**config.mk**
```make
export PLATFORM = sky130hd
export DESIGN_NAME = lcdw_engine
export DESIGN_NICKNAME = d
export VERILOG_FILES = /design/src/rtl/lcdw_pkg.sv /design/src/rtl/lcdw_queue.sv /design/src/rtl/lcdw_seq.sv /design/src/rtl/lcdw_engine.sv
export SDC_FILE = /design/constraint.sdc
export NUM_CORES = 1
export LEC_CHECK = 0
export ABC_AREA = 1
export BUFFER_PORTS_ARGS = -buffer_cell sky130_fd_sc_hd__buf_2
export CAP_MARGIN = 20
export CORE_MARGIN = 3
export CORE_UTILIZATION = 35
export CTS_CLUSTER_SIZE = 16
export DETAILED_ROUTE_END_ITERATION = 16
export PLACE_DENSITY_LB_ADDON = 0.3
export RECOVER_POWER = 25
export SLEW_MARGIN = 15
export SYNTH_ARGS = -nofsm -noshare
export SYNTH_HDL_FRONTEND = slang
export SYNTH_SLANG_ARGS = --single-unit
```
**constraint.sdc**
```tcl
create_clock -name clk -period 5.4 [get_ports clk]
set_clock_uncertainty 0.2 [all_clocks]
set_input_delay 0.54 -clock clk [delete_from_list [all_inputs] [get_ports clk]]
set_output_delay 0.54 -clock clk [all_outputs]
set_load 0.005 [all_outputs]
```
**src/rtl/lcdw_pkg.sv**
```systemverilog
package lcdw_pkg;
    typedef enum logic [1:0] {
        ST_IDLE  = 2'd0,
        ST_SETUP = 2'd1,
        ST_LO    = 2'd2,
        ST_HI    = 2'd3
    } wr_state_t;
endpackage

```
**src/rtl/lcdw_queue.sv**
```systemverilog
module lcdw_queue #(
    parameter int W     = 8,
    parameter int DEPTH = 4
) (
    input  logic         clk,
    input  logic         rst_n,
    input  logic         push,
    input  logic [W-1:0] din,
    input  logic         pop,
    output logic [W-1:0] dout,
    output logic         full,
    output logic         empty
);
    localparam int AW = (DEPTH > 1) ? $clog2(DEPTH) : 1;

    logic [W-1:0]  mem [DEPTH];
    logic [AW-1:0] rd_ptr, wr_ptr;
    logic [AW:0]   count;
    logic          do_push, do_pop;

    assign full    = (count == (AW+1)'(DEPTH));
    assign empty   = (count == '0);
    assign do_push = push && !full;
    assign do_pop  = pop && !empty;
    assign dout    = mem[rd_ptr];

    always_ff @(posedge clk) begin
        if (!rst_n) begin
            rd_ptr <= '0;
            wr_ptr <= '0;
            count  <= '0;
        end else begin
            if (do_push) begin
                mem[wr_ptr] <= din;
                wr_ptr <= (wr_ptr == AW'(DEPTH-1)) ? '0 : wr_ptr + 1'b1;
            end
            if (do_pop)
                rd_ptr <= (rd_ptr == AW'(DEPTH-1)) ? '0 : rd_ptr + 1'b1;
            if (do_push && !do_pop)
                count <= count + 1'b1;
            else if (do_pop && !do_push)
                count <= count - 1'b1;
        end
    end

    // a push into a full queue leaves the write pointer alone
    p_no_overflow_r3: assert property (@(posedge clk) disable iff (!rst_n)
        (full && push) |=> $stable(wr_ptr));

    // the occupancy never goes past the depth
    p_count_bound_r10: assert property (@(posedge clk) disable iff (!rst_n)
        count <= (AW+1)'(DEPTH));
endmodule

```
**src/rtl/lcdw_seq.sv**
```systemverilog
module lcdw_seq
    import lcdw_pkg::*;
#(
    parameter int W        = 8,
    parameter int LOW_CYC  = 2,
    parameter int HIGH_CYC = 2
) (
    input  logic         clk,
    input  logic         rst_n,
    input  logic         cmd_avail,
    input  logic         dat_avail,
    input  logic         cmd_head,
    input  logic [W-1:0] dat_head,
    output logic         pop,
    output logic         idle,
    output logic         lcd_dc,
    output logic         lcd_wr_n,
    output logic         lcd_rd_n,
    output logic [W-1:0] lcd_db
);
    localparam int MAXC = (LOW_CYC > HIGH_CYC) ? LOW_CYC : HIGH_CYC;
    localparam int CW   = $clog2(MAXC + 1);

    wr_state_t     state;
    logic [CW-1:0] cnt;
    logic          dc_q;
    logic [W-1:0]  db_q;

    // state register: phase, phase counter and the bus values of the current cycle
    always_ff @(posedge clk) begin
        if (!rst_n) begin
            state <= ST_IDLE;
            cnt   <= '0;
            dc_q  <= 1'b0;
            db_q  <= '0;
        end else begin
            unique case (state)
                ST_IDLE: if (pop) begin
                    state <= ST_SETUP;
                    dc_q  <= cmd_head;
                    db_q  <= dat_head;
                end
                ST_SETUP: begin
                    state <= ST_LO;
                    cnt   <= '0;
                end
                ST_LO: if (cnt == CW'(LOW_CYC-1)) begin
                    state <= ST_HI;
                    cnt   <= '0;
                end else begin
                    cnt <= cnt + 1'b1;
                end
                ST_HI: if (cnt == CW'(HIGH_CYC-1)) begin
                    state <= ST_IDLE;
                    cnt   <= '0;
                end else begin
                    cnt <= cnt + 1'b1;
                end
                default: state <= ST_IDLE;
            endcase
        end
    end

    // outputs
    always_comb begin
        idle     = (state == ST_IDLE);
        pop      = idle && cmd_avail && dat_avail;
        lcd_wr_n = (state != ST_LO);
        lcd_rd_n = 1'b1;
        lcd_dc   = dc_q;
        lcd_db   = db_q;
    end

    // without both entries the engine stays in IDLE
    p_wait_both_r2: assert property (@(posedge clk) disable iff (!rst_n)
        (idle && !(cmd_avail && dat_avail)) |=> idle);

    // select line and bus do not move while the strobe is low (or in the clock before it falls)
    p_setup_hold_r5: assert property (@(posedge clk) disable iff (!rst_n)
        !lcd_wr_n |-> ($stable(lcd_dc) && $stable(lcd_db)));

    // still held one clock after the rising edge
    p_after_rise_r5: assert property (@(posedge clk) disable iff (!rst_n)
        $rose(lcd_wr_n) |=> ($stable(lcd_dc) && $stable(lcd_db)));

    // the read strobe never goes low
    p_rd_high_r7: assert property (@(posedge clk) disable iff (!rst_n)
        lcd_rd_n);

    // in IDLE the write strobe rests high
    p_idle_high_r9: assert property (@(posedge clk) disable iff (!rst_n)
        idle |-> lcd_wr_n);
endmodule

```
**src/rtl/lcdw_engine.sv**
```systemverilog
module lcdw_engine #(
    parameter int BUS_W    = 8,
    parameter int DEPTH    = 4,
    parameter int LOW_CYC  = 2,
    parameter int HIGH_CYC = 2
) (
    input  logic             clk,
    input  logic             rst_n,
    input  logic             cmd_push,
    input  logic             cmd_flag,
    output logic             cmd_full,
    output logic             cmd_empty,
    input  logic             dat_push,
    input  logic [BUS_W-1:0] dat_word,
    output logic             dat_full,
    output logic             dat_empty,
    output logic             idle,
    output logic             lcd_dc,
    output logic             lcd_wr_n,
    output logic             lcd_rd_n,
    output logic [BUS_W-1:0] lcd_db
);
    logic             pop;
    logic             cmd_head;
    logic [BUS_W-1:0] dat_head;

    lcdw_queue #(.W(1), .DEPTH(DEPTH)) u_cmd_q (
        .clk(clk), .rst_n(rst_n), .push(cmd_push), .din(cmd_flag),
        .pop(pop), .dout(cmd_head), .full(cmd_full), .empty(cmd_empty)
    );

    lcdw_queue #(.W(BUS_W), .DEPTH(DEPTH)) u_dat_q (
        .clk(clk), .rst_n(rst_n), .push(dat_push), .din(dat_word),
        .pop(pop), .dout(dat_head), .full(dat_full), .empty(dat_empty)
    );

    lcdw_seq #(.W(BUS_W), .LOW_CYC(LOW_CYC), .HIGH_CYC(HIGH_CYC)) u_seq (
        .clk(clk), .rst_n(rst_n),
        .cmd_avail(!cmd_empty), .dat_avail(!dat_empty),
        .cmd_head(cmd_head), .dat_head(dat_head),
        .pop(pop), .idle(idle),
        .lcd_dc(lcd_dc), .lcd_wr_n(lcd_wr_n), .lcd_rd_n(lcd_rd_n), .lcd_db(lcd_db)
    );
endmodule

```
* Word-level counts from Yosys, hierarchy flattened
Memories as Yosys holds them, arrays and structs flattened. A register that Yosys moved wholly into a read port is not among the register bits.
Index checks and enable logic that the tools add are counted.
** Word-level totals
- Register bits :: 18
- RAM bits :: 36
- Bits of input ports :: 13
- Output and inout bits :: 16
- Logic and storage cells :: 82
- Memories :: 2
** Memories
- u_dat_q.mem :: depth 4, bits a word 8, rd ports 1, clocked after memory_dff 1, write ports 1, RTL line lcdw_queue.sv:16 : logic [W-1:0] mem [DEPTH];
- u_cmd_q.mem :: depth 4, bits a word 1, rd ports 1, clocked after memory_dff 1, write ports 1, RTL line lcdw_queue.sv:16
** Cells by class
- Add/sub/neg operators :: 9
- Eq/ne operators :: 14
- Muxes and demuxes :: 20
- Reduce and logical (&&, ||, !) cells :: 29
** Operator list (number)
- $mux 2 :: 8
- $eq 2x2->1 const B :: 6
- $mux 3 :: 4
- $add 2x1->2 const B :: 5
- $logic_and 1x1->1 :: 10
- $logic_not 1->1 :: 10
- $pmux 2 s4 :: 1
- $add 3x1->3 const B :: 2
- $eq 3x3->1 const B :: 2
- $logic_not 3->1 :: 2
- $mux 1 :: 6
- $ne 2x1->1 const B :: 3
- $reduce_bool 2->1 :: 3
- $sub 3x1->3 const B :: 2
- $eq 2x1->1 const B :: 2
- $pmux 2 s2 :: 1
- $reduce_and 3->1 :: 1
- $logic_not 2->1 :: 1
- $ne 2x2->1 const B :: 1
- $reduce_and 2->1 :: 1
- $reduce_or 2->1 :: 1

* Logic depth before layout (Yosys ltp)
Gate-level depths: netlist of run 1.
- Depth in word-level cells :: 8
- Mapped depth :: 12
- Gate-level depth less buffers :: 12

* Modules after synthesis
From an unflattened synthesis of run 1, not the netlist that was laid out.
** Unflattened totals
- Cell total of the unflattened synthesis :: 309
- Area total of the unflattened synthesis :: 2947.8 µm²
** By module, submodules not included
- lcdw_queue at u_dat_q :: times used 1, cells an instance 148, area each 1702.9 µm², sequential area each 1141.1 µm²
- lcdw_queue at u_cmd_q :: times used 1, cells an instance 83, area each 668.1 µm², sequential area each 300.3 µm²
- lcdw_seq :: times used 1, cells an instance 76, area each 569.3 µm², sequential area each 260.2 µm²
- lcdw_engine :: times used 1, cells an instance 2, area each 7.5 µm², sequential area each 0.0 µm²

* Worst setup path after synthesis of run 1
Ideal clock, no wire load.
- Path type :: reg2reg
- Start point :: register u_seq.state[0]
- End point :: register u_dat_q.count[2]
- Library setup time :: 0.122 ns
- Arrival time :: 1.967 ns
- Required time :: 5.078 ns
- Setup slack :: 3.111 ns
- Stages on the path, launching flop included :: 12
- Path buffers :: 1
- Clock period less this slack :: 2.289 ns
- Cell sequence :: dfxtp_1 > inv_1 > ha_1 > nand3_4 > buf_6 > ha_1 > inv_1 > fa_1 > a21oi_1 > o21ai_0 > o21ai_0 > a21oi_1
** Between the ends
- Longest elaborated chain between the ends :: 7
- Elaborated cells on any way between the ends :: 9
- Classes of those cells :: 1 x mux; 8 x reduce/logical
** RTL lines
- start, declared :: RTL line lcdw_seq.sv:24 : wr_state_t state;
- start signal, assigned :: RTL line lcdw_seq.sv:32 : state <= ST_IDLE;
- start signal, assigned :: RTL line lcdw_seq.sv:39 : state <= ST_SETUP;
- start signal, assigned :: RTL line lcdw_seq.sv:44 : state <= ST_LO;
- $logic_not 2->1 * :: RTL line lcdw_seq.sv:66 : idle = (state == ST_IDLE);
- net idle :: RTL line lcdw_engine.sv:17 : output logic idle,
- $logic_and 1x1->1 * (2 in a row) :: RTL line lcdw_seq.sv:67 : pop = idle && cmd_avail && dat_avail;
- $logic_and 1x1->1 * :: RTL line lcdw_queue.sv:24 : assign do_pop = pop && !empty;
- $logic_not 1->1 :: RTL line lcdw_queue.sv:39 : if (do_push && !do_pop)
- $logic_and 1x1->1 :: RTL line lcdw_queue.sv:39
- $mux 3 / $reduce_bool 2->1 (equally long branches)
- end signal, assigned :: RTL line lcdw_queue.sv:40 : count <= count + 1'b1;
- end signal, assigned :: RTL line lcdw_queue.sv:42 : count <= count - 1'b1;
- end, declared :: RTL line lcdw_queue.sv:18 : logic [AW:0] count;
The timed path passes the listed nets; every way through them passes the cells marked *.
A chain may end at the register's enable or synchronous reset.

* Worst setup path after layout of run 1
- Start point :: register u_seq.state[0]
- End point :: register u_dat_q.count[2]
** Between the ends
- Longest elaborated chain between the ends :: 7
- Elaborated cells on any way between the ends :: 9
- Classes of those cells :: 1 x mux; 8 x reduce/logical
** RTL lines (RTL line)
- $logic_not 2->1 * :: lcdw_seq.sv:66
- $logic_and 1x1->1 * (2 in a row) :: lcdw_seq.sv:67
- $logic_and 1x1->1 * :: lcdw_queue.sv:24
- $logic_not 1->1 :: lcdw_queue.sv:39
- $logic_and 1x1->1 :: lcdw_queue.sv:39
- $mux 3 / $reduce_bool 2->1 (equally long branches)
Mark *: on every way between the ends. The rest lies on a longest branch, timed or not.

==> results of run 1 <==
-- report_power, final --
part / total (mW) / internal (mW) / switching, mW
Combinational: 0.556 / 0.212 / 0.345
Sequential: 0.682 / 0.606 / 0.0765
Clock: 0.471 / 0.266 / 0.205
Total: 1.71 / 1.08 / 0.626
-- metal layers --
layer	GRT usage, %	up-vias	share of wire [%]
met5	0	-	0
met4	6.40	0	2.3
met3	3.63	11	4.3
met2	19.9	31	47
met1	14.9	885	46
li1	-	1011	-
-- cell families after synthesis --
group	count (synthesis)	synth area share, %
buf+inv	55	9.02
compound gates	60	11.1
other cells	1	0.133
flops	63	57.6
simple gates	98	14.1
fa+ha+maj	17	8.09
-- registers in the layout, summed over array words and instances, names as in the netlist --
signal and count:
u_dat_q.mem 32, u_seq.lcd_db 8, u_cmd_q.mem 4, u_cmd_q.count 3, u_dat_q.count 3, u_cmd_q.rd_ptr 2, u_cmd_q.wr_ptr 2, u_dat_q.rd_ptr 2
u_dat_q.wr_ptr 2, u_seq.cnt 2, u_seq.state 2, u_seq.lcd_dc 1
-- worst reg2reg max path, cell delays in order, from the launching register on --
cell,delay (ns)
dfxtp_1,0.35
inv_1,0.07
ha_1,0.28
nand3_4,0.28
ha_1,0.21
inv_1,0.07
fa_1,0.44
a21oi_1,0.14
o21ai_0,0.11
o21ai_0,0.17
a21oi_1,0.05
-- final timing paths --
path              cells after the start                       endpoint                   startpoint  slack [ns]
hold reg to reg                       2      u_seq.cnt[1]$_SDFFE_PN0N_    u_seq.cnt[1]$_SDFFE_PN0N_        0.27
setup reg to reg                     10  u_dat_q.count[2]$_SDFFE_PN0P_  u_seq.state[0]$_SDFFE_PN0P_        2.92
hold / removal                        1    u_dat_q.mem[0][6]$_DFFE_PP_                  dat_word[6]        0.23
setup / recovery                     10  u_dat_q.count[2]$_SDFFE_PN0P_  u_seq.state[0]$_SDFFE_PN0P_        2.92
-- cells in the final DEF, fill, tap and decap left out --
cell type	n
clkbuf_1	8
ha_1	15
o21ai_0	33
nor2_2	1
clkbuf_8	9
o21ai_1	1
edfxtp_1	36
dfxtp_1	27
nand3_4	1
fa_1	2
o22ai_1	9
buf_2	19
inv_2	2
a21oi_1	17
nand2_2	1
nor2_1	61
bufinv_16	2
nand2_1	30
nand3_1	3
nand3_2	1
clkinvlp_4	2
inv_8	1
inv_1	44
inv_6	2
conb_1	1
-- cell type report --
| cell class | count | area, sq um |
|---|---|---|
| Clock inverter | 7 | 104 |
| Inverter | 46 | 173 |
| Clock buffer | 9 | 124 |
| Tap cell | 102 | 128 |
| Multi-Input combinational cell | 176 | 940 |
| Fill cell | 771 | 4550 |
| Timing Repair Buffer | 27 | 125 |
| Sequential cell | 63 | 1620 |
-- stage by stage --
step                cells  total power, mW  utilization (%)
floorplan             294             1.13                -
global placement      414             1.24             38.6
detailed placement    414             1.26             38.6
CTS                   430             1.73             41.5
global route          430             1.87             41.4
finish                430             1.71             41.4
==> flow_metrics.py, run 1 <==
metrics = {
    "placed_design": {
        "port_buffers": 27,
        "place_area_sq_um": 3000,
        "gp_congestion": 0.733,
        "place_ws_ns": 2.93,
        "dp_hpwl_microns": 3450,
    },
    "timing": {
        "slew_headroom_pct": 44.8,
        "hold_viol_final": 0,
        "setup_viol": 0,
        "rsz0062_at_grt": "no",
        "post-route-period-util_pct": 46.0,
        "tightest_slew_ns": 0.826,
        "timing.hold.ws_ns": 0.228,
        "report.final.slew_viol_count": 0,
        "max_freq_mhz": 402,
        "fin_crit_ns": 2.48,
        "setup_slack_ns": 2.92,
        "setup_tns_ns": 0,
    },
    "logic_synthesis": {
        "synth-edff-count": 36,
        "syn_avg_cell_area_sq_um": 9.58,
        "synth_area_leaders": "edfxtp_1 (38%), dfxtp_1 (19%), nor2_1 (8.1%)",
        "synth.most_common_cell": "nor2_1",
        "synth_commonest_cells": "nor2_1 (61), inv_1 (44), edfxtp_1 (36)",
        "syn_inst": 294,
        "synth-seq-cells": 63,
        "synthArstFlopShare_pct": 0,
        "synthFlopType": "edfxtp_1",
        "ys.warnings.count": 0,
        "synth.distinct_cells": 22,
        "yosysTopAreaCell": "edfxtp_1",
        "synth_area_sq_um": 2820,
        "synth_top_area_share_pct": 38.4,
        "seq_area_frac_synth_pct": 57.6,
        "syn-num-nets": 324,
    },
    "cts": {
        "post_cts_resized": 0,
        "cts_root_buffer": "clkbuf_8",
        "insertion_delay_ns": 0.34,
        "path_clk_slew_ns": 0.08,
        "cts_hold_buffers": 0,
        "clock_sinks": 63,
        "cts_max_level": 3,
        "cts.path.max_buffers": 2,
        "cts_buffers": 9,
        "cts_tree": "yes",
        "post_cts.repair.setup_buffers": 0,
    },
    "outcome": {
        "status": "completed",
    },
    "global_routing": {
        "track_usage_pct": 12.3,
        "grt_pass1_wl_microns": 8450,
        "grt.overflow.total": 0,
        "grt_pass1_vias": 1865,
        "antenna_found_initial": 0,
        "grt_max_degree": 29,
    },
    "worst_setup_path": {
        "path_delay_family": "adder cells",
        "cp_max_fo": 28,
        "worst_path_max_delay_cell": "fa_1",
        "worst_ep_required_time_ns": 5.43,
        "worstPathArrival_ns": 2.51,
        "endpoint_kind": "flip-flop",
        "crit_chain": "inv_1, ha_1, nand3_4, ha_1, inv_1, fa_1, a21oi_1, o21ai_0, o21ai_0, a21oi_1",
        "start_kind": "flip-flop",
        "cp_num_buf_inv": 2,
        "slowest_delay_ns": 0.44,
        "critPathKind": "flip-flop to flip-flop",
    },
    "finish": {
        "design_area_sq_um": 3210,
        "fin_nets": 353,
        "syn_to_final_growth_pct": 14.2,
        "drive_gt1_share_pct": 12.5,
        "antenna_cells": 0,
    },
    "routing": {
        "finalWirelength_microns": 5080,
        "num_vias": 1938,
        "viasPerCell": 4.51,
        "drtAntennaViolNets": 0,
        "wire_per_inst_microns": 11.8,
        "drt_iter0_markers": 75,
        "drc": 0,
        "firstDrtPassIters": 4,
    },
    "floorplan": {
        "dieArea_sq_um": 9160,
        "die_w_microns": 95.7,
        "num_rows": 32,
        "boundaryPins": 29,
        "core_sq_um": 7770,
        "die_h_microns": 95.7,
        "start_util_pct": 36.2,
    },
    "run": {
        "cap_violations": 0,
    },
    "power": {
        "power_density_nw_per_um2": 532,
        "power_leakage_nw": 1.34,
        "ir_drop_mv": 0.129,
    },
    "min_path": {
        "hp-class": "primary input to flip-flop",
    },
}
Note: power is estimated with default switching activity, not from simulation.
==> run 2, diff against run 1 <==
==> constraint.sdc (replaced) <==
create_clock -name clk -period 2 [get_ports clk]
set_clock_uncertainty 0.2 [all_clocks]
set_input_delay 0.2 -clock clk [delete_from_list [all_inputs] [get_ports clk]]
set_output_delay 0.2 -clock clk [all_outputs]
set_load 0.005 [all_outputs]
==> run 2 against run 1 <==
Net effect:
- register-to-register slack got worse by 2.8 ns
- final cell count increased by 4.9%
- count of clock-buffer cells in the layout unchanged
- hold slack got worse by 0.17 ns
- via count increased by 1.0%
- critical path depth unchanged
==> flow_metrics.py, run 2 (synthesis gave the netlist of run 1 again) <==
metrics = {
    "global_routing": {
        "grt_pass1_wl_microns": 8730,
        "grt_max_degree": 28,
        "track_usage_pct": 12.6,
        "antenna_found_initial": 0,
        "grt.overflow.total": 0,
        "grt_pass1_vias": 1870,
    },
    "power": {
        "ir_drop_mv": 0.371,
        "finalPower_mw": 4.74,
        "power_leakage_nw": 1.44,
        "power_density_nw_per_um2": 1370,
    },
    "finish": {
        "final_cells": 451,
        "final_common_cell": "nor2_1",
        "design_area_sq_um": 3450,
        "fillers": 741,
        "drive_gt1_share_pct": 20.9,
        "fin_nets": 374,
        "final_core_util_pct": 44.4,
        "mostFrequentLayoutCells": "nor2_1 (61), inv_1 (39), edfxtp_1 (36)",
        "syn_to_final_growth_pct": 22.5,
        "largest_reg_flops": 32,
        "antenna_cells": 0,
        "top_register": "u_dat_q.mem",
    },
    "routing": {
        "wire_per_inst_microns": 11.5,
        "firstDrtPassIters": 4,
        "drtAntennaViolNets": 0,
        "viasPerCell": 4.34,
        "drc": 0,
        "drt_iter0_markers": 106,
        "finalWirelength_microns": 5170,
        "num_vias": 1958,
    },
    "cts": {
        "clock_sinks": 63,
        "insertion_delay_ns": 0.34,
        "cts_max_level": 3,
        "cts_buffers": 9,
        "cts_tree": "yes",
        "cts.path.max_buffers": 2,
        "cts_root_buffer": "clkbuf_8",
        "path_clk_slew_ns": 0.07,
    },
    "timing": {
        "max_freq_mhz": 520,
        "post-route-period-util_pct": 96.2,
        "hold_viol_final": 0,
        "setup_tns_ns": 0,
        "setup_viol": 0,
        "rsz0062_at_grt": "yes",
        "report.final.slew_viol_count": 0,
        "timing.hold.ws_ns": 0.0577,
        "fin_crit_ns": 1.92,
        "setup_slack_ns": 0.0756,
    },
    "worst_setup_path": {
        "worst-r2r-cell-count": 10,
        "rrSetupSlack_ns": 0.08,
        "worstSetupStartpoint": "u_seq.state[1]$_SDFFE_PN0P_",
        "endpoint_kind": "flip-flop",
        "worst_ep_required_time_ns": 2.02,
        "critPathKind": "flip-flop to flip-flop",
        "crit_end": "u_dat_q.count[2]$_SDFFE_PN0P_",
        "start_kind": "flip-flop",
        "reg2reg_from": "u_seq.state[1]$_SDFFE_PN0P_",
        "worstPathArrival_ns": 1.95,
        "r2r_end": "u_dat_q.count[2]$_SDFFE_PN0P_",
        "cp_max_fo": 5,
    },
    "placed_design": {
        "placed_cells": 424,
        "dp_hpwl_microns": 3500,
        "port_buffers": 27,
        "place_area_sq_um": 3100,
        "gp_congestion": 0.764,
        "place_ws_ns": 0.0287,
    },
    "min_path": {
        "hp-class": "primary input to flip-flop",
    },
    "floorplan": {
        "core_sq_um": 7770,
        "dieArea_sq_um": 9160,
        "boundaryPins": 29,
        "num_rows": 32,
        "start_util_pct": 36.2,
        "die_h_microns": 95.7,
        "die_w_microns": 95.7,
    },
    "run": {
        "cap_violations": 0,
    },
    "outcome": {
        "status": "completed",
    },
}
-- run 2: metal layers --
metal,global-route usage [%],up-vias,part of all wire [%]
li1,-,1050,-
met1,16.5,873,49
met2,19.2,27,46
met3,3.31,8,3.2
met4,6.04,0,1.9
met5,0,-,0
-- run 2: area by class of cell --
class	instances	area (sq um)	area share (%)
Timing Repair Buffer	48	309	8.96
Inverter	46	173	5.01
Clock buffer	9	124	3.59
Sequential cell	63	1630	47.3
Multi-Input combinational cell	176	1000	29.1
Clock inverter	7	80.1	2.32
Tap cell	102	128	3.70
-- run 2: where the power goes --
group          internal [mW]  leakage [nW]  switching (mW)  total (mW)
clock network          0.587        0.0964           0.531        1.12
logic                  0.740         0.787            1.04        1.78
registers               1.65         0.552           0.189        1.84
total                   2.98          1.44            1.76        4.74
-- run 2: repair_timing --
item	in CTS	in global routing
setup endpoints to repair	0	4
endpoints found under the hold margin	44	0
gates resized for setup	0	18
setup buffers	0	1
hold buffers	10	0
-- run 2: worst min-delay path by stage --
stage / to / cells after the start / from
floorplan: u_cmd_q.mem[0]$_DFFE_PP_ / 0 / cmd_flag
global placement: u_dat_q.mem[1][3]$_DFFE_PP_ / 1 / dat_word[3]
detailed placement: u_dat_q.mem[3][2]$_DFFE_PP_ / 1 / dat_word[2]
CTS: u_cmd_q.wr_ptr[1]$_SDFFE_PN0P_ / 4 / cmd_push
global route: u_dat_q.wr_ptr[1]$_SDFFE_PN0P_ / 4 / dat_push
finish: u_cmd_q.wr_ptr[1]$_SDFFE_PN0P_ / 4 / cmd_push
-- run 2: critical path, stage by stage, from the launching register on --
cell and delay, ns:
dfxtp_2 0.35, inv_1 0.07, ha_4 0.18, nand3_4 0.08
ha_4 0.13, inv_2 0.04, fa_2 0.35, a21oi_2 0.13
o21ai_1 0.10, o21ai_1 0.14, a21oi_1 0.05
==> run 3, diff against run 2 <==
--- a/config.mk
+++ b/config.mk
@@ -10,6 +10,7 @@
 export CAP_MARGIN = 20
 export CORE_MARGIN = 3
 export CORE_UTILIZATION = 35
+export CTS_BUF_LIST = sky130_fd_sc_hd__clkbuf_16
 export CTS_CLUSTER_SIZE = 16
 export DETAILED_ROUTE_END_ITERATION = 16
 export PLACE_DENSITY_LB_ADDON = 0.3
==> run 3 against run 2 <==
Net effect:
- wire length fell by 0.74%
- via count rose by 0.61%
- core utilization up 1.3 points
- maximum frequency about the same
- highest routed layer unchanged
- total power rose by 9.3%
- global-route usage down 0.20 points
- hold slack improved by 0.014 ns
- worst setup slack gained 0.0018 ns
==> flow_metrics.py, run 3 (synthesis gave the netlist of run 1 again) <==
metrics = {
    "outcome": {
        "status": "completed",
    },
    "floorplan": {
        "die_h_microns": 95.7,
        "num_rows": 32,
        "boundaryPins": 29,
        "dieArea_sq_um": 9160,
        "start_util_pct": 36.2,
        "die_w_microns": 95.7,
        "core_sq_um": 7770,
    },
    "min_path": {
        "whs_endpoint": "u_cmd_q.wr_ptr[1]$_SDFFE_PN0P_",
        "hold_depth": 4,
        "hp-class": "primary input to flip-flop",
        "min-delay-start": "cmd_push",
    },
    "routing": {
        "drt_iter0_markers": 103,
        "drc": 0,
        "finalWirelength_microns": 5130,
        "num_vias": 1970,
        "firstDrtPassIters": 4,
        "viasPerCell": 4.37,
        "drtAntennaViolNets": 0,
        "wire_per_inst_microns": 11.4,
    },
    "global_routing": {
        "grt_pass1_vias": 1857,
        "antenna_found_initial": 0,
        "grt_max_degree": 28,
        "grt.overflow.total": 0,
        "grt_pass1_wl_microns": 8620,
        "use_met2_pct": 18.7,
        "use_met1_pct": 16.7,
        "grt.busiest_layer": "met2",
        "grt_util_met3_pct": 3.55,
        "track_usage_pct": 12.4,
    },
    "power": {
        "ir_drop_mv": 0.481,
        "finalPower_mw": 5.18,
        "power_density_nw_per_um2": 1460,
        "power_leakage_nw": 1.48,
    },
    "timing": {
        "setup_viol": 0,
        "fin_crit_ns": 1.92,
        "rsz0062_at_grt": "yes",
        "report.final.slew_viol_count": 0,
        "hold_viol_final": 0,
        "setup_slack_ns": 0.0775,
        "post-route-period-util_pct": 96.1,
        "max_freq_mhz": 520,
        "timing.hold.ws_ns": 0.0716,
    },
    "placed_design": {
        "place_ws_ns": 0.0287,
        "gp_congestion": 0.764,
        "port_buffers": 27,
        "dp_hpwl_microns": 3500,
    },
    "worst_setup_path": {
        "r2r_end": "u_dat_q.count[2]$_SDFFE_PN0P_",
        "reg2reg_from": "u_seq.state[1]$_SDFFE_PN0P_",
        "path_delay_family": "adder cells",
        "worstPathArrival_ns": 1.93,
        "endpoint_kind": "flip-flop",
        "worst_ep_required_time_ns": 2.01,
        "worst-r2r-cell-count": 10,
        "rrSetupSlack_ns": 0.08,
        "cp_num_buf_inv": 2,
        "cp_max_fo": 5,
        "crit_chain": "inv_1, ha_4, nand3_4, ha_4, inv_2, fa_2, a21oi_2, o21ai_1, o21ai_1, a21oi_1",
        "slowest_delay_ns": 0.35,
        "start_kind": "flip-flop",
        "critPathKind": "flip-flop to flip-flop",
        "worst_path_max_delay_cell": "fa_2",
    },
    "cts": {
        "clock_sinks": 63,
        "cts_max_level": 3,
        "cts.path.max_buffers": 2,
        "insertion_delay_ns": 0.32,
        "cts_buffers": 9,
        "path_clk_slew_ns": 0.05,
        "cts_tree": "yes",
        "cts_root_buffer": "clkbuf_16",
    },
    "finish": {
        "fillers": 732,
        "top_register": "u_dat_q.mem",
        "largest_reg_flops": 32,
        "mostFrequentLayoutCells": "nor2_1 (61), inv_1 (39), edfxtp_1 (36)",
        "final_core_util_pct": 45.7,
        "final_common_cell": "nor2_1",
        "drive_gt1_share_pct": 20.6,
        "fin_nets": 374,
        "syn_to_final_growth_pct": 26.1,
        "antenna_cells": 0,
    },
    "run": {
        "cap_violations": 0,
    },
}
run 3: worst min-delay path: cells and delay by family:
kind / cells / cell delay [ns]
and+or+nand+nor: 1 / 0.07
AOI/OAI and AO/OA: 1 / 0.06
buffers and inverters: 2 / 0.22
run 3: layout make-up:
class	count	area, sq um	area share [%]
multi-input combinational	176	1000	28.3
sequential	63	1630	46.0
clock buffer	9	225	6.34
clock inverter	7	80.1	2.26
inverter	46	173	4.86
tap	102	128	3.60
timing repair buffer	48	308	8.67
run 3: power by group:
part	total [mW]	internal (mW)	switching, mW
clock network	1.55	0.975	0.577
registers	1.84	1.65	0.191
logic	1.78	0.739	1.05
run 3: how the worst max path moves through the flow:
stage / depth (start not counted) / slack [ns] / start / endpoint
after floorplan: 11 / 0.03 / u_dat_q.count[1]$_SDFFE_PN0P_ / u_dat_q.count[2]$_SDFFE_PN0P_
after global placement: 11 / 0.1 / u_dat_q.count[1]$_SDFFE_PN0P_ / u_cmd_q.count[2]$_SDFFE_PN0P_
after detailed placement: 11 / 0.03 / u_dat_q.count[1]$_SDFFE_PN0P_ / u_dat_q.count[2]$_SDFFE_PN0P_
after CTS: 11 / 0.01 / u_dat_q.count[1]$_SDFFE_PN0P_ / u_dat_q.count[2]$_SDFFE_PN0P_
after global routing: 10 / -0.02 / u_seq.state[1]$_SDFFE_PN0P_ / u_dat_q.count[2]$_SDFFE_PN0P_
final: 10 / 0.08 / u_seq.state[1]$_SDFFE_PN0P_ / u_dat_q.count[2]$_SDFFE_PN0P_
run 3: repair_timing:
item | CTS | global route
hold buffers | 10 | 0
endpoints found under the setup margin | 0 | 4
buffers inserted | 0 | 1
hold endpoints to repair | 38 | 0
gates resized for setup | 0 | 18
run 3: metal layers:
layer / up-vias / routed length, microns
met3: 6 / 221
li1: 1053 / -
met2: 34 / 2370
met5: - / 0
met1: 877 / 2470
met4: 0 / 64
run 3: stage by stage:
stage | area (sq um) | TNS, ns | cells
2_1_floorplan | 2850 | 0 | 294
5_1_grt | 3550 | -0.0286 | 451
6_report | 3550 | 0 | 451
3_5_place_dp | 3100 | 0 | 424
3_3_place_gp | 3100 | 0 | 424
4_1_cts | 3510 | 0 | 450
